$ cat config.mk
export PLATFORM = sky130hd
export DESIGN_NAME = memwin16_engine
export DESIGN_NICKNAME = d
export VERILOG_FILES = /design/src/rtl/memwin_pkg.sv /design/src/rtl/memwin_seq.sv /design/src/rtl/memwin_regs.sv /design/src/rtl/memwin_pins.sv /design/src/rtl/memwin16_engine.sv
export SDC_FILE = /design/constraint.sdc
export NUM_CORES = 1
export LEC_CHECK = 0
export ABC_CLOCK_PERIOD_IN_PS = 4600
export BUFFER_PORTS_ARGS = -buffer_cell sky130_fd_sc_hd__buf_2
export CORE_MARGIN = 2
export CORE_UTILIZATION = 60
export CTS_CLUSTER_DIAMETER = 200
export DETAILED_ROUTE_END_ITERATION = 10
export GPL_TIMING_DRIVEN = 1
export PLACE_DENSITY_LB_ADDON = 0.25
export SLEW_MARGIN = 20
export SYNTH_ARGS = -nofsm -noshare
export SYNTH_HDL_FRONTEND = slang
export SYNTH_HIERARCHICAL = 1
export SYNTH_SLANG_ARGS = --single-unit
$ cat constraint.sdc
create_clock -name clk -period 4.6 [get_ports clk]
set_input_delay 0 -clock clk [delete_from_list [all_inputs] [get_ports clk]]
set_output_delay 0 -clock clk [all_outputs]
set_load 0.02 [all_outputs]
$ cat src/rtl/memwin_pkg.sv
package memwin_pkg;
    localparam int BYTE_W    = 8;
    localparam int HB_AW     = 3;
    localparam int MEM_AW    = 24;
    localparam int MEM_DW    = 16;
    localparam int ADR_BYTES = MEM_AW / BYTE_W;

    localparam logic [HB_AW-1:0] OFS_CTRL  = 3'd0;
    localparam logic [HB_AW-1:0] OFS_ADR_L = 3'd1;
    localparam logic [HB_AW-1:0] OFS_DAT_L = 3'd4;
    localparam logic [HB_AW-1:0] OFS_DAT_H = 3'd5;

    localparam int CB_FRST = 7;
    localparam int CB_FSEL = 6;
    localparam int CB_RSEL = 2;
    localparam int CB_CRE  = 1;
    localparam int CB_AINC = 0;

    localparam logic [BYTE_W-1:0] CTRL_RESET = 8'hC4;

    typedef enum logic [1:0] {
        ST_IDLE,
        ST_XFER,
        ST_ACK
    } seq_state_t;
endpackage

$ cat src/rtl/memwin_seq.sv
module memwin_seq
    import memwin_pkg::*;
#(
    parameter int WAIT_CYC = 8
) (
    input  logic clk,
    input  logic rst,
    input  logic req_i,
    input  logic trig_i,
    input  logic we_i,
    output logic start_o,
    output logic regacc_o,
    output logic done_o,
    output logic active_o,
    output logic ack_o,
    output logic op_wr_o
);
    localparam int CNT_W = $clog2(WAIT_CYC + 1);
    localparam logic [CNT_W-1:0] CNT_LAST = CNT_W'(WAIT_CYC - 1);

    seq_state_t state_q, state_d;
    logic [CNT_W-1:0] cnt_q;
    logic             op_wr_q;

    always_ff @(posedge clk) begin
        if (rst) state_q <= ST_IDLE;
        else     state_q <= state_d;
    end

    always_ff @(posedge clk) begin
        if (rst) begin
            cnt_q   <= '0;
            op_wr_q <= 1'b0;
        end else if (start_o) begin
            cnt_q   <= '0;
            op_wr_q <= we_i;
        end else if (state_q == ST_XFER) begin
            cnt_q   <= cnt_q + 1'b1;
        end
    end

    always_comb begin
        state_d  = state_q;
        start_o  = 1'b0;
        regacc_o = 1'b0;
        done_o   = 1'b0;
        unique case (state_q)
            ST_IDLE: begin
                if (req_i && trig_i) begin
                    start_o = 1'b1;
                    state_d = ST_XFER;
                end else if (req_i) begin
                    regacc_o = 1'b1;
                    state_d  = ST_ACK;
                end
            end
            ST_XFER: begin
                if (cnt_q == CNT_LAST) begin
                    done_o  = 1'b1;
                    state_d = ST_ACK;
                end
            end
            ST_ACK:  state_d = ST_IDLE;
            default: state_d = ST_IDLE;
        endcase
    end

    assign active_o = (state_q == ST_XFER);
    assign ack_o    = (state_q == ST_ACK);
    assign op_wr_o  = op_wr_q;

    // acknowledge is a single-cycle pulse
    a_r8_ack_single: assert property (@(posedge clk) disable iff (rst)
        ack_o |=> !ack_o);
    // end of strobes is followed at once by the acknowledge
    a_r8_ack_after_xfer: assert property (@(posedge clk) disable iff (rst)
        $fell(active_o) |-> ack_o);
    // strobe window never exceeds the wait count
    a_r5_window: assert property (@(posedge clk) disable iff (rst)
        active_o |-> (cnt_q <= CNT_LAST));
endmodule

$ cat src/rtl/memwin_regs.sv
module memwin_regs
    import memwin_pkg::*;
(
    input  logic                 clk,
    input  logic                 rst,
    input  logic                 regacc_i,
    input  logic                 start_i,
    input  logic                 done_i,
    input  logic                 we_i,
    input  logic                 op_wr_i,
    input  logic [HB_AW-1:0]     adr_i,
    input  logic [BYTE_W-1:0]    wdat_i,
    input  logic [MEM_DW-1:0]    mem_din_i,
    output logic [BYTE_W-1:0]    ctrl_o,
    output logic [MEM_AW-1:0]    addr_o,
    output logic [MEM_DW-1:0]    wdata_o,
    output logic [BYTE_W-1:0]    rdat_o
);
    logic [BYTE_W-1:0] ctrl_q, dlo_q, dhi_q, rdat_q, rd_mux;
    logic [MEM_AW-1:0] addr_q;

    always_comb begin
        rd_mux = '0;
        if (adr_i == OFS_CTRL)  rd_mux = ctrl_q;
        if (adr_i == OFS_DAT_L) rd_mux = dlo_q;
        if (adr_i == OFS_DAT_H) rd_mux = dhi_q;
        for (int i = 0; i < ADR_BYTES; i++) begin
            if (adr_i == OFS_ADR_L + HB_AW'(i)) rd_mux = addr_q[i*BYTE_W +: BYTE_W];
        end
    end

    always_ff @(posedge clk) begin
        if (rst) begin
            ctrl_q <= CTRL_RESET;
            addr_q <= '0;
            dlo_q  <= '0;
            dhi_q  <= '0;
            rdat_q <= '0;
        end else begin
            if (regacc_i) begin
                rdat_q <= rd_mux;
                if (we_i) begin
                    if (adr_i == OFS_CTRL)  ctrl_q <= wdat_i;
                    if (adr_i == OFS_DAT_H) dhi_q  <= wdat_i;
                    for (int i = 0; i < ADR_BYTES; i++) begin
                        if (adr_i == OFS_ADR_L + HB_AW'(i))
                            addr_q[i*BYTE_W +: BYTE_W] <= wdat_i;
                    end
                end
            end
            if (start_i && we_i) dlo_q <= wdat_i;
            if (done_i) begin
                if (!op_wr_i) begin
                    dlo_q  <= mem_din_i[BYTE_W-1:0];
                    dhi_q  <= mem_din_i[MEM_DW-1:BYTE_W];
                    rdat_q <= mem_din_i[BYTE_W-1:0];
                end else begin
                    rdat_q <= dlo_q;
                end
                if (ctrl_q[CB_AINC]) addr_q <= addr_q + MEM_AW'(2);
            end
        end
    end

    assign ctrl_o  = ctrl_q;
    assign addr_o  = addr_q;
    assign wdata_o = {dhi_q, dlo_q};
    assign rdat_o  = rdat_q;

    // auto-increment steps by one word, modulo the address space
    a_r7_autoinc: assert property (@(posedge clk) disable iff (rst)
        (done_i && ctrl_q[CB_AINC]) |=> (addr_q == $past(addr_q) + MEM_AW'(2)));
    // without auto-increment the address holds across a transaction
    a_r7_hold: assert property (@(posedge clk) disable iff (rst)
        (done_i && !ctrl_q[CB_AINC]) |=> $stable(addr_q));
endmodule

$ cat src/rtl/memwin_pins.sv
module memwin_pins
    import memwin_pkg::*;
(
    input  logic              clk,
    input  logic              rst,
    input  logic              active_i,
    input  logic              op_wr_i,
    input  logic [BYTE_W-1:0] ctrl_i,
    input  logic [MEM_AW-1:0] addr_i,
    input  logic [MEM_DW-1:0] wdata_i,
    output logic [MEM_AW-2:0] mem_addr,
    output logic [MEM_DW-1:0] mem_dout,
    output logic              mem_dout_en,
    output logic              flash_ce_n,
    output logic              ram_ce_n,
    output logic              mem_oe_n,
    output logic              mem_we_n,
    output logic              flash_rst_n,
    output logic              ram_cre
);
    always_comb begin
        mem_addr    = addr_i[MEM_AW-1:1];
        mem_dout    = wdata_i;
        flash_ce_n  = !(active_i && !ctrl_i[CB_FSEL]);
        ram_ce_n    = !(active_i && !ctrl_i[CB_RSEL]);
        mem_oe_n    = !(active_i && !op_wr_i);
        mem_we_n    = !(active_i && op_wr_i);
        mem_dout_en = active_i && op_wr_i;
        flash_rst_n = ctrl_i[CB_FRST];
        ram_cre     = ctrl_i[CB_CRE];
    end

    // strobes stay quiet when no transaction runs
    a_r9_idle_quiet: assert property (@(posedge clk) disable iff (rst)
        !active_i |-> (flash_ce_n && ram_ce_n && mem_oe_n && mem_we_n && !mem_dout_en));
    // read and write enables are exclusive
    a_r9_oe_we_excl: assert property (@(posedge clk) disable iff (rst)
        !(!mem_oe_n && !mem_we_n));
    // data is driven only while the write strobe is low
    a_r6_drive_on_write: assert property (@(posedge clk) disable iff (rst)
        mem_dout_en |-> !mem_we_n);
endmodule

$ cat src/rtl/memwin16_engine.sv
module memwin16_engine
    import memwin_pkg::*;
#(
    parameter int WAIT_CYC = 8
) (
    input  logic        clk,
    input  logic        rst,
    input  logic        hb_cyc,
    input  logic        hb_stb,
    input  logic        hb_we,
    input  logic [2:0]  hb_adr,
    input  logic [7:0]  hb_wdat,
    output logic [7:0]  hb_rdat,
    output logic        hb_ack,
    output logic [22:0] mem_addr,
    input  logic [15:0] mem_din,
    output logic [15:0] mem_dout,
    output logic        mem_dout_en,
    output logic        flash_ce_n,
    output logic        ram_ce_n,
    output logic        mem_oe_n,
    output logic        mem_we_n,
    output logic        flash_rst_n,
    output logic        ram_cre
);
    logic              start, regacc, done, active, op_wr;
    logic [BYTE_W-1:0] ctrl;
    logic [MEM_AW-1:0] addr;
    logic [MEM_DW-1:0] wdata;

    memwin_seq #(.WAIT_CYC(WAIT_CYC)) seq_i (
        .clk(clk), .rst(rst),
        .req_i(hb_cyc && hb_stb), .trig_i(hb_adr == OFS_DAT_L), .we_i(hb_we),
        .start_o(start), .regacc_o(regacc), .done_o(done),
        .active_o(active), .ack_o(hb_ack), .op_wr_o(op_wr)
    );

    memwin_regs regs_i (
        .clk(clk), .rst(rst),
        .regacc_i(regacc), .start_i(start), .done_i(done),
        .we_i(hb_we), .op_wr_i(op_wr), .adr_i(hb_adr), .wdat_i(hb_wdat),
        .mem_din_i(mem_din),
        .ctrl_o(ctrl), .addr_o(addr), .wdata_o(wdata), .rdat_o(hb_rdat)
    );

    memwin_pins pins_i (
        .clk(clk), .rst(rst),
        .active_i(active), .op_wr_i(op_wr), .ctrl_i(ctrl),
        .addr_i(addr), .wdata_i(wdata),
        .mem_addr(mem_addr), .mem_dout(mem_dout), .mem_dout_en(mem_dout_en),
        .flash_ce_n(flash_ce_n), .ram_ce_n(ram_ce_n),
        .mem_oe_n(mem_oe_n), .mem_we_n(mem_we_n),
        .flash_rst_n(flash_rst_n), .ram_cre(ram_cre)
    );
endmodule

## Word-level counts from Yosys, hierarchy flattened

Index checks and enable logic that the tools add are counted.

| cells by class | value |
|---|---|
| add/sub/neg operators | 2 |
| $mul | 0 |
| divide/modulo/power cells | 0 |
| magnitude comparators | 0 |
| eq/ne operators | 10 |
| shifts and indexed selects | 0 |
| mux-type cells | 35 |
| bitwise operators | 0 |
| reductions and logical operators | 20 |

Operator list:

| operator | number |
|---|---|
| $mux 8 | 20 |
| $mux 24 | 4 |
| $add 24x2->24 const B | 1 |
| $logic_and 1x1->1 | 7 |
| $logic_not 1->1 | 7 |
| $mux 1 | 7 |
| $eq 3x2->1 const B | 2 |
| $eq 3x3->1 const B | 2 |
| $mux 2 | 3 |
| $add 4x1->4 const B | 1 |
| $eq 4x3->1 const B | 1 |
| $pmux 2 s2 | 1 |
| $eq 3x1->1 const B | 1 |
| $logic_not 3->1 | 1 |
| $ne 3x1->1 const B | 1 |
| $reduce_and 3->1 | 1 |
| $eq 2x1->1 const B | 1 |
| $eq 2x2->1 const B | 1 |
| $logic_not 2->1 | 1 |
| $ne 2x2->1 const B | 1 |
| $reduce_and 2->1 | 1 |
| $reduce_bool 2->1 | 1 |
| $reduce_or 2->1 | 1 |

| word-level totals | value |
|---|---|
| register bits | 63 |
| bits in latches | 0 |
| memory bits (writable) | 0 |
| memory bits (read-only) | 0 |
| input bits | 32 |
| output and inout port bits | 55 |
| word-level logic and storage cells | 75 |
| memories kept | 0 |

## Logic depth before layout (Yosys ltp)

Gate-level depths: netlist of run 1.

| logic depth | value |
|---|---|
| depth after elaboration | 9 |
| depth in mapped cells | 10 |
| gate-level depth less buffers | 7 |

## Cells and area by module

Netlist of run 1, hierarchy kept.

Modules (own cells, without submodules):

| module | times used | cells each | area each (µm²) | seq. area each (µm²) |
|---|---|---|---|---|
| memwin_regs | 1 | 428 | 3460.8 | 1121.1 |
| memwin_pins | 1 | 46 | 336.6 | 0.0 |
| memwin_seq | 1 | 35 | 331.6 | 140.1 |
| memwin16_engine | 1 | 2 | 18.8 | 0.0 |

## Worst setup path after synthesis of run 1

Ideal clock, no wire load.

| path | value |
|---|---|
| path kind | flip-flop to flip-flop |
| start | register seq_i.cnt_q[0] |
| end | register regs_i.addr_q[14] (netlist: regs_i/addr_o[14]) |
| library setup time | 0.136 ns |
| arrival time | 1.916 ns |
| required time | 4.464 ns |
| setup slack | 2.548 ns |
| cell stages (with the launch flop) | 10 |
| buffers on the path | 3 |
| period minus slack after synthesis | 2.052 ns |
| cell sequence | dfxtp_1 > ha_1 > nand3b_1 > nor2_1 > clkbuf_1 > nand2_1 > clkbuf_1 > buf_1 > o311ai_0 > a31oi_1 |

| between the ends | value |
|---|---|
| cells in the longest elaborated chain, start to end | 4 |

RTL lines:

| element | RTL line | RTL |
|---|---|---|
| start: declaration | memwin_seq.sv:22 | `logic [CNT_W-1:0] cnt_q;` |
| start signal: assignment | memwin_seq.sv:38 | `cnt_q <= cnt_q + 1'b1;` |
| $eq 4x3->1 | memwin_seq.sv:58 | `if (cnt_q == CNT_LAST) begin` |
| $mux 1 | memwin_seq.sv:58 |  |
| $mux 1 | memwin_seq.sv:47 | `unique case (state_q)` |
| via done | memwin16_engine.sv:26 | `logic start, regacc, done, active, op_wr;` |
| $mux 24 | memwin_regs.sv:52 | `if (done_i) begin` |
| end signal: indexed assignment | memwin_regs.sv:47 | `addr_q[i*BYTE_W +: BYTE_W] <= wdat_i;` |
| end signal: assignment | memwin_regs.sv:60 | `if (ctrl_q[CB_AINC]) addr_q <= addr_q + MEM_AW'(2);` |
| end: declaration | memwin_regs.sv:20 | `logic [MEM_AW-1:0] addr_q;` |

The timed path passes the listed nets, and every way through them passes these cells.
A chain may end at the register's enable or synchronous reset.

## Final worst setup path of run 1

| path | value |
|---|---|
| start | register seq_i.cnt_q[0] |
| end | register regs_i.addr_q[19] (netlist: regs_i/addr_o[19]) |

Same word-level chain as after synthesis.

==> metrics.csv, run 1 <==
metric,value,unit
status,finished clean,
leakage,1.80,nW
synth_nets,545,
die_area,0.00759,sq mm
synth_ff_type,dfxtp_1,
io_pins,87,
hp-class,primary input to flip-flop,
grt_max_degree,59,
routed_wl,12300,microns
final_hold_viol_count,0,
final_cell_mix,"buf_2, dfxtp_1, mux2i_1",
cts_tree,yes,
post-cts-setup-buffers,0,
antenna_found_initial,0,
placed_area,0.00422,sq mm
drt-initial-drc-count,467,
grt_pass1_wl,19100,microns
grt_use_met1,0.462,
power_density,267,mW/mm^2
slew_viol_final,0,
utilization,0.679,
use_met3,0.0616,
port-buffer-count,86,
die_y,87.1,microns
ir_drop,0.175,mV
remaining_drc_errors,0,
path_buf_inv,1,
final_common_cell,buf_2,
place_ws,1.84,ns
syn_area,0.00415,sq mm
setup_viol,0,
clockBufferDepth,2,
p_sw,0.319,mW
dieWidth,87.1,microns
critical_path_peak_fanout,30,
cts_sinks,63,
fin_setup_tns,0,ns
numCtsBuffers,9,
cp.required,4.87,ns
max_slew.worst_pin.slew,0.970,ns
avgSynthCellArea,8.12,sq um
place.gp.congestion,0.960,
hpwl,8080,microns
vias,4200,
finalCriticalPeriod,2.86,ns
grt_util_met2,0.482,
yosysWarnings,6,
grt_busiest_layer,met2,
p_sw_frac,0.260,
syn2layout_area_growth,10.6,%
diodes,0,
intPower,0.905,mW
fin_worst_skew,0.00468,ns
r2r_slack,1.74,ns
path_class,flip-flop to flip-flop,
root_buffer,clkbuf_8,
worst_setup_path_start_kind,flip-flop,
drv_cap,0,
worst_ep_arrival_time,3.14,ns
seqPwrFrac,0.459,
overflow,0,
first_pass_iters,7,
htreeDepth,3,
start_util,0.614,
path_cells,ha_1 -> nand3b_1 -> nor2_1 -> buf_4 -> nand2_1 -> or3_1 -> or4_1 -> o211ai_1,
async_flop_share,0,
max_freq,0.349,GHz
rows,30,
drive_gt1_frac,0.219,
clkTransAtPathRegs,0.07,ns
fin_nets,581,
synth-seq-cells,63,
max_stage_delay,0.63,ns
ys_types,61,
ys_seq_area_frac,0.304,
whs,0.0265,ns
pwr-share-comb,0.107,
drtAntennaViolNets,0,
fin_area,0.00459,sq mm
core-area,0.00676,sq mm
grt_setup_unrepaired,false,
critical_path.endpoint_type,flip-flop,
syn-instance-count,511,
crit_family,simple AND/OR/NAND/NOR gates,
finalCritPeriodShare,0.623,
synth_edf_count,0,
track_usage,0.324,
fin_ws,1.74,ns
grt_pass1_vias,3682,
cpMaxStageDelayCell,nand2_1,
wl_per_cell,19.5,microns
clock_latency,0.35,ns
clkPwrFrac,0.434,
maxSlewHeadroom,0.352,
routed_via_density,6.65,
cell families after synthesis:
family          Yosys count  share of synthesized area
compound gates          114                      0.193
flops                    63                      0.304
mux                      49                      0.119
simple gates            195                      0.251
fa+ha+maj                 2                    0.00603
buf+inv                  86                      0.122
xor+xnor                  2                    0.00422
through the flow:
stage	power, mW	cells
after global routing	1.27	632
after CTS	1.22	632
after floorplan	0.647	511
after detailed placement	0.690	600
final	1.22	632
after global placement	0.689	600
worst min-delay path, cell delays in order:
cell     delay (ns)
buf_2          0.16
nand2_1        0.08
a31oi_1        0.07
timing repair:
item | in CTS | in global routing
endpoints found under the hold margin | 16 | 0
hold buffers | 16 | 0
resized for setup | 0 | 0
cell type report:
type | count | area (sq um)
sequential | 63 | 1260
clock buffer | 9 | 124
fill | 550 | 2170
tap | 80 | 100
timing repair buffer | 105 | 613
multi-input combinational | 362 | 2380
clock inverter | 7 | 87.6
inverter | 6 | 22.5
power by group through the flow:
| stage | logic, mW | registers (mW) | clock network (mW) |
|---|---|---|---|
| after detailed placement | 0.116 | 0.574 | 0 |
| after global routing | 0.139 | 0.563 | 0.565 |
| after global placement | 0.115 | 0.574 | 0 |
| after floorplan | 0.0689 | 0.578 | 0 |
| final | 0.131 | 0.562 | 0.531 |
| after CTS | 0.127 | 0.562 | 0.534 |
layer usage:
metal / wire length, microns / part of all wire / up-vias
li1: - / - / 1924
met1: 5200 / 0.42 / 1976
met2: 5610 / 0.46 / 261
met3: 1150 / 0.093 / 39
met4: 370 / 0.030 / 0
met5: 0 / 0 / -
path summary, 6_finish.rpt:
check,depth (start not counted),start,endpoint
worst max-delay path,8,seq_i/cnt_q[0],regs_i/addr_o[19]
worst min-delay path,3,hb_wdat[6],regs_i/addr_o[14]
worst max register to register,8,seq_i/cnt_q[0],regs_i/addr_o[19]
worst min register to register,2,seq_i/cnt_q[1],seq_i/cnt_q[1]
cell usage after synthesis, drive strengths merged (2+ instances only):
library cell  instances  area share
and4                  6       0.013
clkbuf               18       0.016
a2111oi               3      0.0094
or3                   6      0.0094
inv                   6      0.0054
nand3b                4      0.0072
or2                   2      0.0036
or4                   6       0.011
a21o                  7       0.013
buf                  62        0.10
o31a                  2      0.0042
o2bb2ai               6       0.013
nand2                38       0.034
o211ai                4      0.0072
o21ai                 9       0.011
a211oi               17       0.031
a21oi                31       0.039
and2                  7       0.011
a32oi                 3      0.0063
nand4b                2      0.0042
a31oi                11       0.017
dfxtp                63        0.30
nand4                 5      0.0090
nor4                 15       0.023
nor2b                 3      0.0045
nor2                 47       0.043
nor3                 16       0.019
nand2b                8       0.012
and3                  5      0.0075
ha                    2      0.0060
mux2i                48        0.12
nand3                19       0.024
a311oi               10       0.021
o311ai                5       0.011
registers in the layout, summed over array words and instances (netlist names):
signal	flops
seq_i/op_wr_o	1
regs_i/dlo_q	8
seq_i/cnt_q	4
seq_i/state_q	2
regs_i/dhi_q	8
regs_i/ctrl_o	8
regs_i/rdat_o	8
regs_i/addr_o	24
No activity file was read; power rests on OpenSTA's default activity.
==> run 2: changes to the inputs <==
- ABC_AREA: unset -> 1
- ABC_CLOCK_PERIOD_IN_PS: 4600 -> 2720
- CORE_UTILIZATION: 60 -> 56
- clock period: 4.6 -> 2.72 ns (I/O delays scaled with it)
==> run 2 against run 1 <==
- maximum frequency grew 20%
- global-route usage shrank 1.7 points
- clock skew grew 0.0048 ns
- largest power group unchanged
==> metrics.csv, run 2 <==
metric,value,unit,change
max_stage_delay,0.53,ns,-0.10 ns
syn-instance-count,682,,+33%
cp.required,2.98,ns,-1.89 ns
multi_input_area,0.00237,sq mm,-0.53%
clkTransAtPathRegs,0.07,ns,about the same
fin_area,0.00495,sq mm,+7.9%
avgSynthCellArea,6.49,sq um,-20%
start_util,0.576,,-0.0384
antenna_found_initial,0,,unchanged
routed_wl,13300,microns,+7.7%
path_buf_inv,3,,+2
core-area,0.00769,sq mm,+14%
seq_area,0.00126,sq mm,unchanged
htreeDepth,3,,unchanged
maxSlewHeadroom,0.504,,+0.152
leakage,2.39,nW,+33%
port-buffer-count,86,,unchanged
remaining_drc_errors,0,,unchanged
cts_resized,0,,unchanged
whs,0.00257,ns,-0.0239 ns
crit_family,simple AND/OR/NAND/NOR gates,,
die_area,0.00863,sq mm,+14%
final_common_cell,nand2_1,,
place.gp.congestion,0.930,,-3.1%
diodes,0,,unchanged
io_pins,87,,unchanged
first_pass_iters,5,,-2
synth_top_area_cell,dfxtp_1,,
final_hold_viol_count,0,,unchanged
final_cell_mix,"nand2_1, o21ai_0, buf_2",,
synth_ff_type,dfxtp_1,,
syn_area,0.00442,sq mm,+6.7%
wl_per_cell,15.7,microns,-19%
nFillCells,746,,+36%
yosysWarnings,6,,unchanged
syn2layout_area_growth,11.9,%,
clockBufferDepth,2,,unchanged
stdcell_count,844,,+34%
placed_area,0.00458,sq mm,+8.7%
finalPower,2.04,mW,+67%
drt-initial-drc-count,474,,+1.5%
fin_setup_tns,0,ns,unchanged
synth-seq-cells,63,,unchanged
path_cells,inv_2 -> nor2_4 -> inv_1 -> nor2_1 -> nand2_2 -> inv_2 -> o21ai_0 -> a21oi_1 -> nor2_1,,
critical_path_peak_fanout,31,,+3.3%
routed_via_density,5.60,,-16%
finalCritPeriodShare,0.878,,+0.255
die_y,92.9,microns,+6.6%
grt_setup_unrepaired,false,,
max_slew.worst_pin.slew,0.743,ns,-0.227 ns
fin_worst_skew,0.00949,ns,+0.00480 ns
numCtsBuffers,9,,unchanged
cts_sinks,63,,unchanged
rows,32,,+6.7%
power_density,413,mW/mm^2,+55%
drtAntennaViolNets,0,,unchanged
overflow,0,,unchanged
drv_cap,0,,unchanged
grt_max_degree,32,,-46%
ys_types,44,,-28%
ys_top_cells_by_area,"dfxtp_1, nand2_1, o21ai_0",,
synth_edf_count,0,,unchanged
root_buffer,clkbuf_8,,
synth_top_area_share,0.285,,-0.0190
synth_nets,716,,+31%
cts_tree,yes,,
utilization,0.644,,-0.0354
hpwl,9550,microns,+18%
hp-class,primary input to flip-flop,,
fin_nets,771,,+33%
yosysMostFrequentCell,nand2_1,,
cpMaxStageDelayCell,inv_2,,
grt_pass1_wl,20600,microns,+8.2%
vias,4727,,+13%
fin_ws,0.333,ns,-1.40 ns
grt_pass1_vias,4292,,+17%
drive_gt1_frac,0.206,,-0.0130
path_class,flip-flop to flip-flop,,
ir_drop,0.252,mV,+44%
slew_viol_final,0,,unchanged
worst_ep_arrival_time,2.64,ns,-0.50 ns
dp_cells,811,,+35%
async_flop_share,0,,unchanged
clock_latency,0.36,ns,about the same
max_freq,0.419,GHz,+20%
largest_reg_flops,24,,unchanged
worst_setup_path_start_kind,flip-flop,,
finalCriticalPeriod,2.39,ns,-0.477 ns
dieWidth,92.9,microns,+6.6%
ys_seq_area_frac,0.285,,-0.0190
place_ws,0.431,ns,-1.41 ns
track_usage,0.307,,-0.0169
synth_commonest_cells,"nand2_1, o21ai_0, inv_1",,
setup_viol,0,,unchanged
status,finished clean,,
critical_path.endpoint_type,flip-flop,,
## run 2: cell types whose count changed after synthesis, sizes merged, moves of 13 or more
cell | before | now
nor4 | 15 | 1
mux2i | 48 | 0
nand2 | 38 | 133
inv | 6 | 91
a21oi | 31 | 65
o21ai | 9 | 99
nor2 | 47 | 92
clkbuf | 18 | 5
## run 2: cells by family (layout without fill, tap and decap cells)
kind of cell | after synthesis | count (layout) | synth area share
flops | 63 | 63 | 0.285
buf+inv | 155 | 215 | 0.180
simple gates | 272 | 272 | 0.292
compound gates | 188 | 188 | 0.233
xor+xnor | 2 | 2 | 0.00396
fa+ha+maj | 2 | 2 | 0.00566
## run 2: per-layer routing
metal / part of all wire / global-route usage / routed length [microns]
met3: 0.073 / 0.0464 / 970
met1: 0.41 / 0.388 / 5470
met4: 0.035 / 0.142 / 465
met5: 0 / 0 / 0
met2: 0.48 / 0.514 / 6370
## run 2: final cells by class
class	count	share of cell area
multi-input combinational	464	0.479
tap	102	0.0258
inverter	93	0.0723
clock buffer	11	0.0286
clock inverter	5	0.0116
sequential	63	0.255
timing repair buffer	106	0.128
## run 2: final timing paths
path               startpoint                 to  slack, ns  cells after the start
min reg2reg    seq_i/cnt_q[0]     seq_i/cnt_q[0]       0.50                      2
max reg2reg  seq_i/state_q[0]  regs_i/addr_o[11]       0.33                      9
max          seq_i/state_q[0]  regs_i/addr_o[11]       0.33                      9
min                hb_wdat[2]    regs_i/dlo_q[2]      0.003                      3
## run 2: power by group
group | internal [mW] | switching (mW)
sequential | 0.939 | 0.0146
clock | 0.446 | 0.399
combinational | 0.0860 | 0.157
total | 1.47 | 0.571
## run 2: what timing repair did
action,CTS,global route
buffers inserted,0,0
hold endpoints to repair,22,0
hold buffers,17,0
## run 2: tightest hold or removal path, delay by kind of cell
kind | cells | cell delay, ns
compound gates | 2 | 0.24
buf+inv | 1 | 0.08
